## src/rtl/spi_fault_pkg.sv

```systemverilog
package spi_fault_pkg;
    localparam int CHAR_W = 8;
    localparam int CNT_W  = $clog2(CHAR_W);

    localparam int B_EN   = 0;
    localparam int B_MST  = 1;
    localparam int B_FDE  = 2;
    localparam int B_MODF = 3;
    localparam int B_WCOL = 4;
    localparam int B_ROVR = 5;
    localparam int B_TC   = 6;
    localparam int B_BUSY = 7;

    typedef enum logic [1:0] {
        ST_IDLE,
        ST_M_XFER,
        ST_S_SEL,
        ST_S_XFER
    } spi_state_e;
endpackage

```

## src/rtl/spi_sync2.sv

```systemverilog
module spi_sync2 #(
    parameter int             W    = 1,
    parameter logic [W-1:0]   INIT = '0
) (
    input  logic         clk,
    input  logic         rst_n,
    input  logic [W-1:0] d,
    output logic [W-1:0] q
);
    logic [W-1:0] meta_q;

    always_ff @(posedge clk or negedge rst_n) begin
        if (!rst_n) begin
            meta_q <= INIT;
            q      <= INIT;
        end else begin
            meta_q <= d;
            q      <= meta_q;
        end
    end
endmodule

```

## src/rtl/spi_baud_gen.sv

```systemverilog
module spi_baud_gen #(
    parameter int HALF_DIV = 4
) (
    input  logic clk,
    input  logic rst_n,
    input  logic run,
    output logic tick
);
    localparam int CW = (HALF_DIV > 1) ? $clog2(HALF_DIV) : 1;
    localparam logic [CW-1:0] LAST = CW'(HALF_DIV - 1);

    logic [CW-1:0] cnt_q;

    always_ff @(posedge clk or negedge rst_n) begin
        if (!rst_n)              cnt_q <= '0;
        else if (!run)           cnt_q <= '0;
        else if (cnt_q == LAST)  cnt_q <= '0;
        else                     cnt_q <= cnt_q + 1'b1;
    end

    assign tick = (cnt_q == LAST);

    // counter is held at zero while stopped, so no tick follows an idle cycle
    p_tick_gated_r3: assert property (@(posedge clk) disable iff (!rst_n)
        $past(!run) |-> !tick);
endmodule

```

## src/rtl/spi_fault_ctl.sv

```systemverilog
module spi_fault_ctl
    import spi_fault_pkg::*;
#(
    parameter int HALF_DIV = 4
) (
    input  logic              clk,
    input  logic              rst_n,
    input  logic              ctl_we,
    input  logic              data_we,
    input  logic              buf_re,
    input  logic [CHAR_W-1:0] wdata,
    output logic [CHAR_W-1:0] ctl_rdata,
    output logic [CHAR_W-1:0] buf_rdata,
    input  logic              irq_en,
    output logic              irq,
    input  logic              sclk_i,
    output logic              sclk_o,
    output logic              sclk_oe,
    input  logic              mosi_i,
    output logic              mosi_o,
    output logic              mosi_oe,
    input  logic              miso_i,
    output logic              miso_o,
    output logic              miso_oe,
    input  logic              ssel_n_i
);
    localparam logic [CNT_W-1:0] LAST_BIT = CNT_W'(CHAR_W - 1);

    spi_state_e        state, state_n;
    logic [CHAR_W-2:0] ctl_q;
    logic [CHAR_W-1:0] tx_q, rx_q, rxbuf_q, rx_full;
    logic [CNT_W-1:0]  bitcnt_q;
    logic              sclk_q, unread_q;
    logic              ssel_n_d, sclk_d;
    logic [2:0]        s_q;
    logic              s_ssel_n, s_sclk, s_mosi;
    logic              tick, run;

    spi_sync2 #(.W(3), .INIT(3'b100)) u_sync (
        .clk  (clk),
        .rst_n(rst_n),
        .d    ({ssel_n_i, sclk_i, mosi_i}),
        .q    (s_q)
    );
    assign s_ssel_n = s_q[2];
    assign s_sclk   = s_q[1];
    assign s_mosi   = s_q[0];

    spi_baud_gen #(.HALF_DIV(HALF_DIV)) u_baud (
        .clk  (clk),
        .rst_n(rst_n),
        .run  (run),
        .tick (tick)
    );

    // decoded conditions
    logic en, mstm, fde, busy, ssel_act, ssel_fall, sclk_rise, sclk_fall;
    logic start_m, modf_evt, m_rise, m_fall, m_last, s_last, done;

    assign en        = ctl_q[B_EN];
    assign mstm      = ctl_q[B_MST];
    assign fde       = ctl_q[B_FDE];
    assign busy      = (state == ST_M_XFER) || (state == ST_S_XFER);
    assign ssel_act  = !s_ssel_n;
    assign ssel_fall = ssel_n_d && !s_ssel_n;
    assign sclk_rise = !sclk_d && s_sclk;
    assign sclk_fall = sclk_d && !s_sclk;
    assign start_m   = data_we && en && mstm && !busy;
    assign modf_evt  = mstm && fde && ssel_fall;
    assign run       = en && (state == ST_M_XFER);
    assign m_rise    = (state == ST_M_XFER) && tick && !sclk_q;
    assign m_fall    = (state == ST_M_XFER) && tick && sclk_q;
    assign m_last    = m_fall && (bitcnt_q == LAST_BIT);
    assign s_last    = (state == ST_S_XFER) && sclk_rise && (bitcnt_q == LAST_BIT);
    assign done      = m_last || s_last;
    assign rx_full   = m_last ? rx_q : {rx_q[CHAR_W-2:0], s_mosi};

    // next-state logic
    always_comb begin
        state_n = state;
        unique case (state)
            ST_IDLE: begin
                if (en && start_m)                  state_n = ST_M_XFER;
                else if (en && !mstm && ssel_act)   state_n = ST_S_SEL;
            end
            ST_M_XFER: begin
                if (!en || !mstm || modf_evt || m_last) state_n = ST_IDLE;
            end
            ST_S_SEL: begin
                if (!en || mstm || !ssel_act)       state_n = ST_IDLE;
                else if (sclk_rise)                 state_n = ST_S_XFER;
            end
            ST_S_XFER: begin
                if (!en || !ssel_act)               state_n = ST_IDLE;
                else if (s_last)                    state_n = ST_S_SEL;
            end
            default:                                state_n = ST_IDLE;
        endcase
    end

    // state register
    always_ff @(posedge clk or negedge rst_n) begin
        if (!rst_n) state <= ST_IDLE;
        else        state <= state_n;
    end

    // datapath and flags
    always_ff @(posedge clk or negedge rst_n) begin
        if (!rst_n) begin
            ctl_q    <= '0;
            tx_q     <= '0;
            rx_q     <= '0;
            rxbuf_q  <= '0;
            bitcnt_q <= '0;
            sclk_q   <= 1'b0;
            unread_q <= 1'b0;
            ssel_n_d <= 1'b1;
            sclk_d   <= 1'b0;
        end else begin
            ssel_n_d <= s_ssel_n;
            sclk_d   <= s_sclk;

            if (ctl_we) begin
                ctl_q[B_EN]      <= wdata[B_EN];
                ctl_q[B_MST]     <= wdata[B_MST] && (mstm || !ssel_act);
                ctl_q[B_TC:B_FDE] <= wdata[B_TC:B_FDE];
            end
            if (modf_evt) begin
                ctl_q[B_MODF] <= 1'b1;
                if (state == ST_M_XFER) ctl_q[B_MST] <= 1'b0;
            end
            if (data_we && busy) ctl_q[B_WCOL] <= 1'b1;
            if (done) begin
                ctl_q[B_TC] <= 1'b1;
                if (unread_q) ctl_q[B_ROVR] <= 1'b1;
            end

            if (data_we && !busy)
                tx_q <= wdata;
            else if (m_fall || ((state == ST_S_XFER) && sclk_fall))
                tx_q <= {tx_q[CHAR_W-2:0], 1'b0};

            if (m_rise)
                rx_q <= {rx_q[CHAR_W-2:0], miso_i};
            else if (((state == ST_S_SEL) || (state == ST_S_XFER)) && sclk_rise)
                rx_q <= rx_full;

            if ((state == ST_IDLE) || (state_n == ST_IDLE) || done)
                bitcnt_q <= '0;
            else if (m_fall || (((state == ST_S_SEL) || (state == ST_S_XFER)) && sclk_rise))
                bitcnt_q <= bitcnt_q + 1'b1;

            if ((state == ST_M_XFER) && (state_n == ST_M_XFER))
                sclk_q <= tick ? !sclk_q : sclk_q;
            else
                sclk_q <= 1'b0;

            if (buf_re) unread_q <= 1'b0;
            if (done && !unread_q) begin
                rxbuf_q  <= rx_full;
                unread_q <= 1'b1;
            end
        end
    end

    // outputs
    always_comb begin
        ctl_rdata = {busy, ctl_q};
        buf_rdata = rxbuf_q;
        irq       = irq_en && (|ctl_q[B_TC:B_MODF]);
        sclk_o    = sclk_q;
        sclk_oe   = en && mstm;
        mosi_o    = tx_q[CHAR_W-1];
        mosi_oe   = en && mstm;
        miso_o    = tx_q[CHAR_W-1];
        miso_oe   = (state == ST_S_SEL) || (state == ST_S_XFER);
    end

    // checks on the control logic
    p_sclk_idle_r3: assert property (@(posedge clk) disable iff (!rst_n)
        (state != ST_M_XFER) |-> !sclk_q);
    p_mst_blocked_r5: assert property (@(posedge clk) disable iff (!rst_n)
        (!mstm && ssel_act) |=> !ctl_q[B_MST]);
    p_wcol_set_r8: assert property (@(posedge clk) disable iff (!rst_n)
        (busy && data_we) |=> ctl_q[B_WCOL]);
    p_keep_old_r9: assert property (@(posedge clk) disable iff (!rst_n)
        (unread_q && !buf_re) |=> $stable(rxbuf_q));
    p_tc_sticky_r10: assert property (@(posedge clk) disable iff (!rst_n)
        (ctl_q[B_TC] && !ctl_we) |=> ctl_q[B_TC]);
    p_irq_mask_r11: assert property (@(posedge clk) disable iff (!rst_n)
        !irq_en |-> !irq);
    p_miso_sel_r12: assert property (@(posedge clk) disable iff (!rst_n)
        miso_oe |-> $past(ssel_act));
endmodule

```

## config.mk

```make
export PLATFORM = sky130hd
export DESIGN_NAME = spi_fault_ctl
export DESIGN_NICKNAME = d
export VERILOG_FILES = /design/src/rtl/spi_fault_pkg.sv /design/src/rtl/spi_sync2.sv /design/src/rtl/spi_baud_gen.sv /design/src/rtl/spi_fault_ctl.sv
export SDC_FILE = /design/constraint.sdc
export NUM_CORES = 1
export LEC_CHECK = 0
export ABC_AREA = 1
export BUFFER_PORTS_ARGS = -buffer_cell sky130_fd_sc_hd__buf_2
export CORE_AREA = 2 2 72 74
export DETAILED_ROUTE_END_ITERATION = 8
export DIE_AREA = 0 0 74 76
export HOLD_SLACK_MARGIN = 0.05
export PLACE_DENSITY = 0.73
export SLEW_MARGIN = 30
export SYNTH_ARGS = -nofsm -noshare
export SYNTH_HDL_FRONTEND = slang
export SYNTH_SLANG_ARGS = --single-unit
```

## constraint.sdc

```tcl
create_clock -name clk -period 4.9 [get_ports clk]
set_input_delay 0.98 -clock clk [delete_from_list [all_inputs] [get_ports clk]]
set_output_delay 0.98 -clock clk [all_outputs]
set_load 0.05 [all_outputs]
```

==> key figures, run 1 <==
Layout
  • Share of layout cells above drive strength 1: 0.227
  • Final non-filler cell total: 374
  • Commonest non-fill, non-tap cell in the layout: nand2_1
  • Area grow syn2layout: 13.2%
  • Core Util, Final: 0.535
  • Fillers: 457
  • Nets: 324
  • # diodes: 0
  • Highest-count cells in the layout ignoring fill and taps: 77 x nand2_1, 45 x dfrtp_1, 39 x buf_2

STA
  • RSZ-0062 raised after global routing: no
  • Slew headroom: 0.426
  • Fin. max-slew vios: 0
  • Fin. Hold Viols: 0
  • Final number of setup-violating endpoints: 0
  • Worst Skew: 8.58 ps
  • Worst Max-Slew Pin Slew: 858 ps
  • Setup Total Neg Slack: 0 ps
  • Crit share post-route: 0.502
  • Fmax: 407 MHz
  • Min cycle time layout: approximately 2500 ps

Global routing
  • First-pass GRT wire length: 7350 um
  • Largest net degree at the start of global routing: 49
  • Vias in the first global route: approximately 1700
  • GRT Overall Usage: 0.166
  • Grt ovf: 0
  • Initial antenna violation count: 0

Power and ir drop
  • Peak supply drop: approximately 0.00018 V
  • Total power: a little over 1000 uW
  • Cell leakage power: 0.00139 uW
  • Power per Cell Area: roughly 390 nW/um^2

Setup path
  • Max incr delay on CP: 280 ps
  • CP Capture Type: output pin
  • Critical path data arrival time: 1480 ps
  • CP bufs+invs: 2
  • Worst setup SP type: input pin
  • Crit-path cells: buf_2, a21boi_0, buf_2
  • Top delay family on crit path: buffers and inverters
  • Kind of critical path: input pin to output pin
  • Crit path required time: 3920 ps
  • Slowest CP cell: buf_2
  • Max FO, Critical Path: 1
  • Most used cell, CP: buf_2

CTS
  • Setup Fix Bufs, Post-CTS: 0
  • Clock Latency Late Sink: 300 ps
  • Num Clock Sinks: 48
  • Clk buf depth: 2
  • Htree depth: 2
  • Clock-pin slew on the worst setup and hold paths: 90 ps
  • Root Buffer: clkbuf_8
  • Hold buffer count at cts: 0
  • CTS tree: yes
  • CTS Buf Count: 5
  • Resize count post-CTS: 0

Die
  • Die Area: 5620 sq um
  • Placeable Area: 4910 sq um
  • Site row count: 26
  • Die height: 76 um
  • Die width: 74 um
  • Initial Util: 0.472
  • Ports: 41

Route
  • Via Count: 1783
  • DRT Wirelength: 4380 um
  • Via density: around 4.8
  • Initial DRC count: 97
  • First-pass detailed-route iteration total: 4
  • # DRC: 0
  • WL/cell: 11.7 um
  • Antenna Nets Post-Route: 0

Synthesis
  • Yosys top cell area share: 0.485
  • Post-synthesis cell area: 2320 sq um
  • Most used flip-flop cell after synthesis: dfrtp_1
  • Syn_area_per_cell: around 8.7 sq um
  • Post-synthesis cell count: 268
  • Synth area leader: dfrtp_1
  • #FFs+latches synth: 48
  • Sequential share of the synthesized area: 0.519
  • EDFF count, synth: 0
  • Post-Syn Nets: slightly below 300
  • Top cells by area, synth: dfrtp_1 49%, nand2_1 12%, o21ai_0 5.4%
  • Total of warnings raised by yosys: 0
  • Synth unique cells: 35
  • Async S/R FF share, synth: 1.00

Place
  • Placed Cells: ~370
  • Buffers on Ports: 40
  • GP Congestion: 0.827
  • Hpwl dp: roughly 3200 um

Hold path
  • Worst hold path type: flop to flop

Run
  • Max_cap viols: 0

Run status
  • Status: finished, final reports clean
-- synthesized netlist by cell type, types with 2 or more instances --
library cell	number
dfstp_2	3
inv_1	32
o21bai_1	2
dfrtp_1	45
ha_1	3
clkbuf_1	4
buf_2	2
nor3_1	3
a21oi_1	2
nand4_1	2
o21ai_2	5
nand2_1	77
nand2_2	4
buf_4	4
nand3_1	8
o211ai_1	2
nor2_1	20
o21ai_0	25
o21ai_1	7
nor2_8	3
-- cells by family (layout without fill, tap and decap cells) --
| group | count (synthesis) | count (layout) | share of synthesized area |
|---|---|---|---|
| fa+ha+maj | 3 | 3 | 0.0162 |
| flops | 48 | 48 | 0.519 |
| buf+inv | 45 | 81 | 0.0852 |
| compound gates | 48 | 48 | 0.126 |
| simple gates | 123 | 123 | 0.250 |
| xor+xnor | 1 | 1 | 0.00377 |
-- layout make-up --
type	instances	area (sq um)	share of cell area
sequential	48	1200	0.459
multi-input combinational	175	918	0.350
timing repair buffer	40	203	0.0771
inverter	33	124	0.0471
clock buffer	8	90.1	0.0343
tap	70	87.6	0.0333
-- sequential cells by signal (all words and copies together) (netlist names) --
signal / cells
ssel_n_d: 1
u_sync.meta_q: 3
sclk_d: 1
buf_rdata: 8
sclk_o: 1
bitcnt_q: 3
u_baud.cnt_q: 2
u_sync.q: 3
state: 2
tx_q: 8
unread_q: 1
rx_q: 8
ctl_q: 7
-- through the flow --
stage / hold WS (ps) / setup slack [ps] / area, sq um
5_1_grt: 369 / 2400 / 2630
3_3_place_gp: 333 / 2450 / 2530
2_1_floorplan: 331 / 1800 / 2320
6_report: 361 / 2440 / 2630
4_1_cts: 363 / 2440 / 2630
3_5_place_dp: 346 / 2390 / 2540
-- final timing paths --
kind                       cells after the start              from                to  slack [ps]
setup / recovery                               3            irq_en               irq        2440
hold / removal                                 0  u_sync.meta_q[2]       u_sync.q[2]         360
setup reg to reg                               4          state[0]           tx_q[3]        3020
hold reg to reg                                0  u_sync.meta_q[2]       u_sync.q[2]         360
max in group asynchronous                      1             rst_n  u_sync.meta_q[0]        3820
min in group asynchronous                      1             rst_n          unread_q         680
-- metal layers --
layer | global-route usage | vias up | wire, um
met2 | 0.261 | 35 | 2040
met3 | 0.0357 | 9 | 181
met5 | 0 | - | 0
met4 | 0.0745 | 0 | 87
met1 | 0.219 | 824 | 2070
li1 | - | 915 | -
-- power by group --
part	internal (uW)	total [uW]	switching (uW)	leakage (uW)
Sequential	459	498	38.7	0.000618
Combinational	84.7	295	210	0.000722
Clock	115	243	128	0.0000455
Total	659	1040	376	0.00139
-- worst register-to-register path: stages, from the launching register on --
cell and delay [ps]:
dfrtp_1 460, nor2_1 700, inv_1 130, o311ai_2 270
o21ai_0 180
(Power assumes the default switching activity.)
==> inputs of run 2 (changes only) <==
==> constraint.sdc (replaced) <==
create_clock -name clk -period 2.34 [get_ports clk]
set_input_delay 0.468 -clock clk [delete_from_list [all_inputs] [get_ports clk]]
set_output_delay 0.468 -clock clk [all_outputs]
set_load 0.05 [all_outputs]
==> run 2 against run 1 <==
Critical path type is now flop to flop. Critical path depth increased by 4. Global-route usage increased by 0.71 points. Wire length increased by 4.1%. Sequential share of layout area fell by 1.1 points. Clock skew is 6.6 ps higher. Worst setup slack got worse by 1900 ps. Worst hold slack worse by 130 ps. Final area rose by 2.6%. First-iteration DRC count is 26% higher. Cell count grew 0.80%.
==> key figures, run 2 (synthesis gave the netlist of run 1 again) <==
Route
  • Via Count: 1805 (was 1783)
  • WL/cell: 12.1 um (was 11.7 um)
  • Via density: 4.79 (was 4.77)
  • Antenna Nets Post-Route: 0 (unchanged)
  • # DRC: 0 (unchanged)
  • Initial DRC count: 122 (was 97)
  • First-pass detailed-route iteration total: 4 (unchanged)
  • DRT Wirelength: 4560 um (was 4380 um)

STA
  • Final number of setup-violating endpoints: 0 (unchanged)
  • Fin. Hold Viols: 0 (unchanged)
  • Worst Max-Slew Pin Slew: 590 ps (was 858 ps)
  • Worst Skew: 15.2 ps (was 8.58 ps)
  • Setup Total Neg Slack: 0 ps (unchanged)
  • Fin. max-slew vios: 0 (unchanged)
  • RSZ-0062 raised after global routing: no (unchanged)
  • Min cycle time layout: ~1800 ps
  • Setup ws final: 588 ps (was 2440 ps)
  • Slew headroom: 0.607 (was 0.426)
  • Crit share post-route: 0.749
  • Fmax: 571 MHz

CTS
  • Num Clock Sinks: 48 (unchanged)
  • CTS Buf Count: 5 (unchanged)
  • Htree depth: 2 (unchanged)
  • Clk buf depth: 2 (unchanged)
  • Clock Latency Late Sink: 310 ps (was 300 ps)
  • Hold buffer count at cts: 0 (unchanged)
  • Clock-pin slew on the worst setup and hold paths: 100 ps (was 90 ps)
  • CTS tree: yes (unchanged)
  • Setup Fix Bufs, Post-CTS: 0 (unchanged)
  • Root Buffer: clkbuf_8 (unchanged)
  • Resize count post-CTS: 0 (unchanged)

Die
  • Die height: 76 um (unchanged)
  • Site row count: 26 (unchanged)
  • Placeable Area: 4910 sq um (unchanged)
  • Initial Util: 0.472 (unchanged)
  • Ports: 41 (unchanged)
  • Die width: 74 um (unchanged)
  • Die Area: 5620 sq um (unchanged)

Layout
  • Commonest non-fill, non-tap cell in the layout: nand2_1 (unchanged)
  • # diodes: 0 (unchanged)
  • Highest-count cells in the layout ignoring fill and taps: 77 x nand2_1, 45 x dfrtp_1, 40 x buf_2 (was 77 x nand2_1, 45 x dfrtp_1, 39 x buf_2)
  • Fillers: 456 (was 457)
  • Share of layout cells above drive strength 1: 0.241 (was 0.227)
  • Nets: 327 (was 324)
  • Area grow syn2layout: 16.1% (was 13.2%)
  • Final non-filler cell total: 377 (was 374)

Global routing
  • Largest net degree at the start of global routing: 49 (unchanged)
  • GRT Overall Usage: 0.174 (was 0.166)
  • Grt ovf: 0 (unchanged)
  • Initial antenna violation count: 0 (unchanged)
  • First-pass GRT wire length: 7650 um (was 7350 um)
  • Vias in the first global route: 1698 (was 1711)

Power and ir drop
  • Power per Cell Area: 891 nW/um^2 (was 394 nW/um^2)
  • Flop pwr share: 0.434 (was 0.481)
  • Switching share of power: 0.342 (was 0.364)
  • Clk pwr share: 0.299 (was 0.235)
  • Int Power: 1580 uW (was 659 uW)
  • Share of power burned in combinational logic: 0.267 (was 0.285)
  • Cell leakage power: 0.00142 uW (was 0.00139 uW)
  • Total power: 2400 uW (was 1040 uW)
  • Peak supply drop: 0.000464 V (was 0.000184 V)
  • NetSw: 822 uW (was 376 uW)

Setup path
  • Kind of critical path: flop to flop (was input pin to output pin)
  • Worst setup SP type: flop (was input pin)
  • Crit path required time: 2540 ps (was 3920 ps)
  • Cells on worst reg2reg path: 7 (was 4)
  • Critical path data arrival time: 1960 ps (was 1480 ps)
  • Max FO, Critical Path: 10 (was 1)
  • R2R Path Start: bitcnt_q[0] (was state[0])
  • R2r setup slk: 590 ps (was 3020 ps)
  • CP Capture Type: flop (was output pin)
  • Reg2reg end: unread_q (was tx_q[3])

Place
  • Placed Cells: 369 (was 366)
  • Hpwl dp: 3360 um (was 3220 um)
  • Setup slack at placement: 588 ps (was 2390 ps)
  • GP Congestion: 0.838 (was 0.827)
  • Buffers on Ports: 40 (unchanged)

Hold path
  • Worst hold path type: input pin to async pin (was flop to flop)

Run
  • Max_cap viols: 0 (unchanged)

Run status
  • Status: finished, final reports clean (unchanged)
[run 2: cell count changes in the layout (fill, tap and decap cells not counted), sizes merged]
cell / previous run / this run
bufinv: 0 / 2
inv: 33 / 34
buf: 40 / 43
clkbuf: 8 / 5
[run 2: power groups by stage]
stage | Combinational [uW] | Clock, uW | Sequential (uW)
2_1_floorplan | 440 | 0 | 1120
3_3_place_gp | 634 | 0 | 1050
3_5_place_dp | 641 | 0 | 1060
4_1_cts | 648 | 729 | 1040
5_1_grt | 728 | 764 | 1060
6_report | 641 | 719 | 1040
[run 2: critical path, stage by stage, from the launching register on]
cell and delay [ps]:
dfrtp_1 410, ha_1 200, ha_1 200, inv_1 200
nor3_2 110, nor2_4 300, nor2_8 80, o21bai_1 170
[run 2: metal layers]
layer / track usage / vias to the layer above / wire length [um]
met1: 0.232 / 841 / 2130
met3: 0.0397 / 4 / 160
met4: 0.0600 / 0 / 40
li1: - / 924 / -
met5: 0 / - / 0
met2: 0.276 / 36 / 2230
[run 2: how the worst max path moves through the flow]
stage	from	endpoint	slack, ps	depth (start not counted)
floorplan	ctl_q[5]	irq	370	2
detailed placement	bitcnt_q[0]	unread_q	590	7
global route	bitcnt_q[0]	unread_q	490	7
CTS	bitcnt_q[0]	unread_q	580	7
global placement	bitcnt_q[0]	unread_q	630	7
finish	bitcnt_q[0]	unread_q	590	7
[run 2: final cells by class]
cell class              count  area (sq um)  area share
clock buffers               5          68.8      0.0255
clock inverters             3          68.8      0.0255
multi-input cells         175           918       0.341
inverters                  33           124      0.0460
well taps                  70          87.6      0.0325
flip-flops and latches     48          1200       0.447
repair buffers             43           223      0.0826
[run 2: through the flow]
step           hold slack [ps]  area (sq um)  utilization
2_1_floorplan              172          2320            -
3_3_place_gp               332          2560        0.521
3_5_place_dp               340          2560        0.521
4_1_cts                    256          2700        0.549
5_1_grt                    249          2700        0.549
6_report                   229          2700        0.549
==> inputs of run 3 (changes only) <==
==> constraint.sdc (replaced) <==
create_clock -name clk -period 1.8 [get_ports clk]
set_input_delay 0.36 -clock clk [delete_from_list [all_inputs] [get_ports clk]]
set_output_delay 0.36 -clock clk [all_outputs]
set_load 0.05 [all_outputs]
==> run 3 against run 2 <==
First-iteration DRC count decreased by 30%. Global-route usage decreased by 0.19 points. Flip-flop and latch count unchanged. Critical endpoint unchanged. Sequential share of layout area decreased by 0.78 points. Maximum frequency increased by 7.6%. Utilization increased by 0.97 points. Sequential power increased by 29%. Die area unchanged. Critical path type unchanged. Clock-buffer cell count increased by 1. Combinational power increased by 36%. Worst hold slack got worse by 67 ps.
==> key figures, run 3 (synthesis gave the netlist of run 1 again) <==
Run status
  • Status: finished, final reports clean (unchanged)

Layout
  • Share of layout cells above drive strength 1: 0.258 (was 0.241)
  • Area grow syn2layout: 18.2% (was 16.1%)
  • Register area: 1200 sq um (unchanged)
  • # diodes: 0 (unchanged)
  • Fillers: 448 (was 456)
  • Highest-count cells in the layout ignoring fill and taps: 77 x nand2_1, 45 x dfrtp_1, 40 x buf_2 (unchanged)
  • Nets: 334 (was 327)
  • Commonest non-fill, non-tap cell in the layout: nand2_1 (unchanged)
  • Area occupied by multi-input gates: 928 sq um (was 918 sq um)

Global routing
  • Vias in the first global route: 1713 (was 1698)
  • Initial antenna violation count: 0 (unchanged)
  • Largest net degree at the start of global routing: 30 (was 49)
  • First-pass GRT wire length: 7590 um (was 7650 um)
  • GRT Overall Usage: 0.172 (was 0.174)
  • Grt ovf: 0 (unchanged)

STA
  • Fin. max-slew vios: 0 (unchanged)
  • Worst Max-Slew Pin Slew: 472 ps (was 590 ps)
  • Final number of setup-violating endpoints: 0 (unchanged)
  • Slew headroom: 0.686 (was 0.607)
  • Min cycle time layout: 1630 ps (was 1750 ps)
  • Worst Skew: 7.77 ps (was 15.2 ps)
  • Fmax: 614 MHz (was 571 MHz)
  • Setup Total Neg Slack: 0 ps (unchanged)
  • Crit share post-route: 0.905 (was 0.749)
  • Fin. Hold Viols: 0 (unchanged)
  • RSZ-0062 raised after global routing: no (unchanged)

Power and ir drop
  • Power per Cell Area: 1080 nW/um^2 (was 891 nW/um^2)
  • Cell leakage power: 0.00146 uW (was 0.00142 uW)
  • Total power: 2960 uW (was 2400 uW)
  • Peak supply drop: 0.000560 V (was 0.000464 V)

Die
  • Ports: 41 (unchanged)
  • Initial Util: 0.472 (unchanged)
  • Die width: 74 um (unchanged)
  • Die height: 76 um (unchanged)
  • Placeable Area: 4910 sq um (unchanged)
  • Die Area: 5620 sq um (unchanged)
  • Site row count: 26 (unchanged)

Setup path
  • Worst setup SP type: flop (unchanged)
  • Critical path data arrival time: 1810 ps (was 1960 ps)
  • Crit path required time: 1990 ps (was 2540 ps)
  • Max FO, Critical Path: 10 (unchanged)
  • Kind of critical path: flop to flop (unchanged)
  • CP Capture Type: flop (unchanged)

Place
  • Buffers on Ports: 40 (unchanged)
  • GP Congestion: 0.800 (was 0.838)
  • Hpwl dp: 3420 um (was 3360 um)

Route
  • Via density: 4.79 (about the same)
  • WL/cell: 11.4 um (was 12.1 um)
  • First-pass detailed-route iteration total: 4 (unchanged)
  • DRT Wirelength: 4390 um (was 4560 um)
  • Initial DRC count: 86 (was 122)
  • # DRC: 0 (unchanged)
  • Via Count: 1840 (was 1805)
  • Antenna Nets Post-Route: 0 (unchanged)

CTS
  • Clock-pin slew on the worst setup and hold paths: 90 ps (was 100 ps)
  • Clk buf depth: 2 (unchanged)
  • CTS Buf Count: 5 (unchanged)
  • CTS tree: yes (unchanged)
  • Clock Latency Late Sink: 290 ps (was 310 ps)
  • Num Clock Sinks: 48 (unchanged)
  • Htree depth: 2 (unchanged)
  • Root Buffer: clkbuf_8 (unchanged)

Run
  • Max_cap viols: 0 (unchanged)

Hold path
  • Worst hold path type: input pin to flop (was input pin to async pin)
==> run 3: cell type report <==
| type | instances | area share |
|---|---|---|
| Multi-Input combinational cell | 175 | 0.339 |
| Timing Repair Buffer | 50 | 0.106 |
| Tap cell | 70 | 0.0319 |
| Sequential cell | 48 | 0.439 |
| Clock buffer | 6 | 0.0265 |
| Clock inverter | 2 | 0.0128 |
| Inverter | 33 | 0.0452 |
==> run 3: through the flow <==
stage / hold slack, ps / instance area, sq um / util / instances / setup slack (ps)
after floorplan: 64.4 / 2320 / - / 268 / 1.78
after global placement: 333 / 2600 / 0.530 / 373 / 103
after detailed placement: 335 / 2600 / 0.530 / 373 / 56.0
after CTS: 156 / 2720 / 0.554 / 382 / 53.5
after global routing: 147 / 2740 / 0.558 / 384 / 59.8
final: 162 / 2740 / 0.558 / 384 / 171
==> run 3: final timing paths <==
kind / from / endpoint / slack [ps] / cells after the start
worst max-delay path: bitcnt_q[0] / unread_q / 170 / 7
worst min-delay path: mosi_i / u_sync.meta_q[0] / 160 / 1
worst max register to register: bitcnt_q[0] / unread_q / 170 / 7
worst min register to register: u_sync.meta_q[0] / u_sync.q[0] / 350 / 0
max in group asynchronous: rst_n / u_sync.q[2] / 670 / 3
min in group asynchronous: rst_n / buf_rdata[7] / 550 / 2
==> run 3: what timing repair did <==
| item | in CTS | in global routing |
|---|---|---|
| gates resized for setup | 0 | 2 |
| endpoints found under the setup margin | 0 | 9 |
| buffers inserted | 0 | 2 |
| hold endpoints to repair | 19 | 0 |
| hold buffers | 1 | 0 |
==> run 3: per-layer routing <==
| layer | track usage | wire length (um) | vias to the layer above |
|---|---|---|---|
| met5 | 0 | 0 | - |
| met4 | 0.0382 | 23 | 0 |
| met3 | 0.0437 | 160 | 2 |
| met2 | 0.280 | 2090 | 30 |
| met1 | 0.229 | 2130 | 868 |
| li1 | - | - | 940 |
==> run 3: critical path, stage by stage, from the launching register on <==
cell      delay, ps
dfrtp_1         400
ha_1            200
ha_1            210
inv_2           140
nor2_8           60
nor2_4          260
nor2_8           80
o21bai_1        170
==> run 3: where the power goes <==
group	leakage (uW)	internal (uW)	total (uW)	switching, uW
sequential	0.000618	1250	1340	89.0
combinational	0.000789	265	871	606
clock	0.0000552	412	748	336
